==> src/rtl/sensor_scheme_selector.sv <==
module sensor_scheme_selector #(
  parameter int NUM_CH  = 4,
  parameter int NUM_SCH = 4,
  parameter int DW      = 16
) (
  input  logic                          clk,
  input  logic                          rst_n,
  input  logic                          sample_valid,
  input  logic [NUM_CH*DW-1:0]          sample_data,
  input  logic [NUM_CH*$clog2(NUM_SCH)-1:0] scheme_sel,
  input  logic                          cfg_we,
  input  logic [$clog2(NUM_CH)-1:0]     cfg_addr,
  input  logic [DW-1:0]                 cfg_wdata,
  input  logic [NUM_CH-1:0]             agent_activate,
  input  logic [NUM_CH-1:0]             agent_deactivate,
  output logic [NUM_CH-1:0]             agent_done,
  output logic [DW-1:0]                 fused_data,
  output logic                          fused_valid,
  output logic [NUM_CH-1:0]             active_mask
);
  localparam int SW   = $clog2(NUM_SCH);
  localparam int SUMW = DW + $clog2(NUM_CH) + 1;

  logic [DW-1:0]     thr_q  [NUM_CH];
  logic [DW-1:0]     proc_q [NUM_CH];
  logic [NUM_CH-1:0] en_q, act_q, done_q, mask_q;
  logic [DW-1:0]     fused_q;
  logic              fvalid_q;
  logic [NUM_CH-1:0] contrib;
  logic [SUMW-1:0]   sum, cnt, mean;

  function automatic logic [DW-1:0] run_scheme(input logic [SW-1:0] code, input logic [DW-1:0] x);
    case (code)
      SW'(1):  return x >> 1;
      SW'(2):  return x[DW-1] ? {DW{1'b1}} : (x << 1);
      SW'(3):  return ~x;
      default: return x;
    endcase
  endfunction

  assign contrib = en_q & act_q;

  always_ff @(posedge clk) begin
    if (!rst_n) en_q <= '0;
    else        en_q <= (en_q | agent_activate) & ~agent_deactivate;
  end

  always_ff @(posedge clk) begin
    if (!rst_n) begin
      for (int i = 0; i < NUM_CH; i++) thr_q[i] <= '0;
    end else if (cfg_we) begin
      thr_q[cfg_addr] <= cfg_wdata;
    end
  end

  genvar g;
  generate
    for (g = 0; g < NUM_CH; g++) begin : g_ch
      logic [DW-1:0] raw;
      logic [SW-1:0] code;
      assign raw  = sample_data[g*DW +: DW];
      assign code = scheme_sel[g*SW +: SW];

      always_ff @(posedge clk) begin
        if (!rst_n) begin
          proc_q[g] <= '0;
          act_q[g]  <= 1'b0;
          done_q[g] <= 1'b0;
        end else begin
          done_q[g] <= en_q[g] & sample_valid;
          if (en_q[g] && sample_valid) begin
            proc_q[g] <= run_scheme(code, raw);
            act_q[g]  <= raw > thr_q[g];
          end
        end
      end


      hold_when_off_chk: assert property (@(posedge clk) disable iff (!rst_n)
        !$past(en_q[g]) |-> ($stable(proc_q[g]) && $stable(act_q[g])));


      done_origin_chk: assert property (@(posedge clk) disable iff (!rst_n)
        agent_done[g] |-> $past(en_q[g] && sample_valid));
    end
  endgenerate

  always_comb begin
    sum = '0;
    cnt = '0;
    for (int i = 0; i < NUM_CH; i++) begin
      if (contrib[i]) begin
        sum = sum + SUMW'(proc_q[i]);
        cnt = cnt + SUMW'(1);
      end
    end
    mean = (cnt == '0) ? '0 : sum / cnt;
  end

  always_ff @(posedge clk) begin
    if (!rst_n) begin
      fused_q  <= '0;
      fvalid_q <= 1'b0;
      mask_q   <= '0;
    end else begin
      fvalid_q <= |contrib;
      mask_q   <= contrib;
      if (|contrib) fused_q <= mean[DW-1:0];
    end
  end

  assign agent_done  = done_q;
  assign fused_data  = fused_q;
  assign fused_valid = fvalid_q;
  assign active_mask = mask_q;


  thr_write_chk: assert property (@(posedge clk) disable iff (!rst_n)
    $past(cfg_we) |-> thr_q[$past(cfg_addr)] == $past(cfg_wdata));


  valid_mask_chk: assert property (@(posedge clk) disable iff (!rst_n)
    fused_valid == (active_mask != '0));


  idle_hold_chk: assert property (@(posedge clk) disable iff (!rst_n)
    !fused_valid |-> $stable(fused_data));

endmodule

==> config.mk <==
export PLATFORM = sky130hd
export DESIGN_NAME = sensor_scheme_selector
export DESIGN_NICKNAME = d
export VERILOG_FILES = /design/src/rtl/sensor_scheme_selector.sv
export SDC_FILE = /design/constraint.sdc
export NUM_CORES = 1
export LEC_CHECK = 0
export ABC_AREA = 1
export ABC_CLOCK_PERIOD_IN_PS = 67600
export BUFFER_PORTS_ARGS = -buffer_cell sky130_fd_sc_hd__clkbuf_2
export CAP_MARGIN = 20
export CORE_AREA = 2 2 182 184
export CTS_CLUSTER_DIAMETER = 50
export CTS_CLUSTER_SIZE = 40
export DETAILED_ROUTE_END_ITERATION = 16
export DIE_AREA = 0 0 184 186
export PLACE_DENSITY_LB_ADDON = 0.08
export RECOVER_POWER = 25
export SETUP_SLACK_MARGIN = 0.2
export SLEW_MARGIN = 25
export SYNTH_ARGS = -nofsm -noshare
export SYNTH_HDL_FRONTEND = slang
export SYNTH_SLANG_ARGS = --single-unit
export TNS_END_PERCENT = 50
==> constraint.sdc <==
create_clock -name clk -period 67.6 [get_ports clk]
set_input_delay 6.76 -clock clk [delete_from_list [all_inputs] [get_ports clk]]
set_output_delay 6.76 -clock clk [all_outputs]
set_load 0.1 [all_outputs]
==> results.md <==
- Outcome: finished clean
- CP arrival: 38.71 ns
- Starting Density: approximately 62%
- Clock skew: 0.01407 ns
- Post-Syn Instances: slightly below 3000
- CTS Hold Bufs: 0
- Maximum clock insertion buffer count: 2
- First-pass GRT wire length: 88.48 mm
- Maximum operating frequency: 0.02602 GHz
- CP Class: flip-flop to flip-flop
- Min Tclk post-route: 38.43 ns
- Area taken by multi-input logic gates: 13620 sq um
- Final setup viols: 0
- Crit start category: flip-flop
- Hold Path Class: flip-flop to flip-flop
- Post-synthesis sequential area ratio: 22.39%
- Worst Reg-to-Reg Cells: 225
- Crit-path max FO: 22
- 1st-iter DRT viols: 1231
- Vias: around 20000
- Clock root buffer: clkbuf_16
- Count of different cell masters after synthesis: 73
- Die X: 184 microns
- Io pins: roughly 130
- Worst Path Required: 67.88 ns
- Ys async rst share: 0%
- Period utilization: a little under three fifths
- Hold path startpoint: fused_data[9]
- Hold worst-path end: fused_data[9]
- Worst Hold Depth: 2
- CP peak stage delay: 0.63 ns
- Drt first pass iters: 7
- Slowest cell on crit path: dfxtp_1
- Design area: 21500 sq um
- Grt ovf: 0
- Row count: 66
- Vias per inst: 5.737
- Layout cell share with drive strength beyond 1: 16.55%
- Most used cell, CP: nand2_1
- CTS tree: yes
- Drc violations: 0
- Total GRT Usage: 32.25%
- Commonest non-fill, non-tap cell in the layout: nand2_1
- Setup bufs post-CTS: 0
- Hold violation count in the final report: 0
- Crit path from: act_q[0]
- CTS Sinks: around 160
- Post-cts resize count: 0
- Area Growth Syn to Fin: 6.847%
- Post-Syn Area: between 20000 and 25000 sq um
- Vias in the first global route: 18330
- Die Y: 186 microns
- Core area: 32210 sq um
- Largest net degree at the start of global routing: 35
- RD Place Congestion: 0.9792
- Final Max Slew Viols: 0
- Final #Nets: 3292
- Routed WL: between 50 and 60 mm
- Diode count: 0
- Synth warn: 0
- Post-synth EDFFs: 128
- Wire length per cell: 15.93 microns
- Final HPWL DP: 43.77 mm
- Most frequent cells in the layout: nand2_1, inv_1, nor2_1
- Placed cell area: 20950 sq um
- Top FF cell, synth: edfxtp_1
- RR Endpoint: fused_data[0]
- Reg clk slew, reported paths: 0.08 ns
- H-tree depth: 4
- PortBufs: 126
- Register area: 4504 sq um
- Antenna Nets Post-Route: 0
- Post-synthesis register bit count: 161
- RSZ-0062 raised after global routing: false
- Initial antenna violation count: 0
- Layout fillers: 2982
- Clock latency on the worst-skew pair: approximately 0.46 ns
- Fin Setup TNS: 0 ns
- Worst r2r src: act_q[0]
- Synthesized area per cell: roughly 6.9 sq um
- CTS Buf Count: 17
- Crit end category: flip-flop
- Least-Margin Pin Slew: 1.460 ns
- Max-Cap Viols: 0
- Die ar.: 34220 sq um
- Hold slack: 0.4649 ns
- Worst slew margin: 2.558%
- R2R setup slack: 29.17 ns
==> how the worst max path moves through the flow <==
stage                     to  slack, ns  depth (start not counted)
5_1_grt        fused_data[0]      24.91                        226
3_3_place_gp   fused_data[0]      31.77                        224
2_1_floorplan  fused_data[0]      34.97                        238
4_1_cts        fused_data[0]      29.61                        225
3_5_place_dp   fused_data[0]      29.73                        224
6_report       fused_data[0]      29.17                        225
==> sequential cells by signal (all words and copies together), names as in the netlist <==
signal       count
en_q             4
agent_done       4
thr_q           64
fused_data      16
act_q            4
active_mask      4
fused_valid      1
proc_q          64
==> area by class of cell <==
type                    instances  share of cell area [%]
clock inverters                14                  0.5646
flip-flops and latches        161                   20.95
repair buffers                131                   3.102
multi-input cells            2257                   63.36
well taps                     408                   2.375
inverters                     435                   7.648
clock buffers                  18                   1.997
==> metrics by stage <==
step,util [%],instances,setup WS (ns)
2_1_floorplan,-,2917,34.97
6_report,66.74,3424,29.17
3_3_place_gp,65.04,3392,31.77
4_1_cts,66.75,3424,29.61
5_1_grt,66.74,3424,24.91
3_5_place_dp,65.04,3392,29.73
==> worst max-delay path: cells and delay by family, from the launching register on <==
family | cells | cell delay (ns)
compound gates | 61 | 12.52
xor+xnor | 1 | 0.14
fa+ha+maj | 22 | 6.86
buf+inv | 32 | 2.88
flops | 1 | 0.63
simple gates | 109 | 15.13
==> Yosys cell counts (all sizes together) (3+ instances only) <==
master     n  area (sq um)
or2       16         100.1
ha       184          2302
buf       19         196.4
nor2     330          1519
fa         3         60.06
o21ai    210          1092
a21boi     7         60.05
clkbuf    45         229.0
a221oi    52         455.4
a32o       4         40.04
nand4     68         486.7
xor2      49         436.7
o21a       7         53.80
edfxtp   128          3844
o211ai    30         225.2
a211oi     5         42.54
nand3b    13         101.4
nand3    241          1627
a31oi      6         37.54
a21o       7         53.80
dfxtp     33         660.6
nand2    757          3322
and2       6         38.79
inv      419          1580
o21bai    19         142.6
nor3      42         232.7
a41oi      3         26.28
a21oi    137         708.2
o2111ai    5         43.79
clkinv    16         63.81
xnor2     29         254.0
==> metal layers <==
metal | wire (microns) | track usage (%) | vias to the layer above
li1 | - | - | 9924
met3 | 2599 | 3.385 | 116
met4 | 2010 | 13.50 | 0
met5 | 0 | 0 | -
met1 | 23590 | 39.48 | 8970
met2 | 26360 | 57.77 | 632
==> cell families after synthesis <==
kind of cell	Yosys count	synth area share, %
AO/OA/AOI/OAI	497	15.00
XOR/XNOR	78	3.433
flip-flops	161	22.39
buffers and inverters	499	10.29
adder cells (fa/ha/maj)	187	11.74
other	1	0.01864
AND/OR/NAND/NOR	1478	37.08
multiplexers	1	0.04976
Power is left out: the tool's default activity adds up to more than one toggle a clock period on the data nets, which glitch-free logic cannot reach.
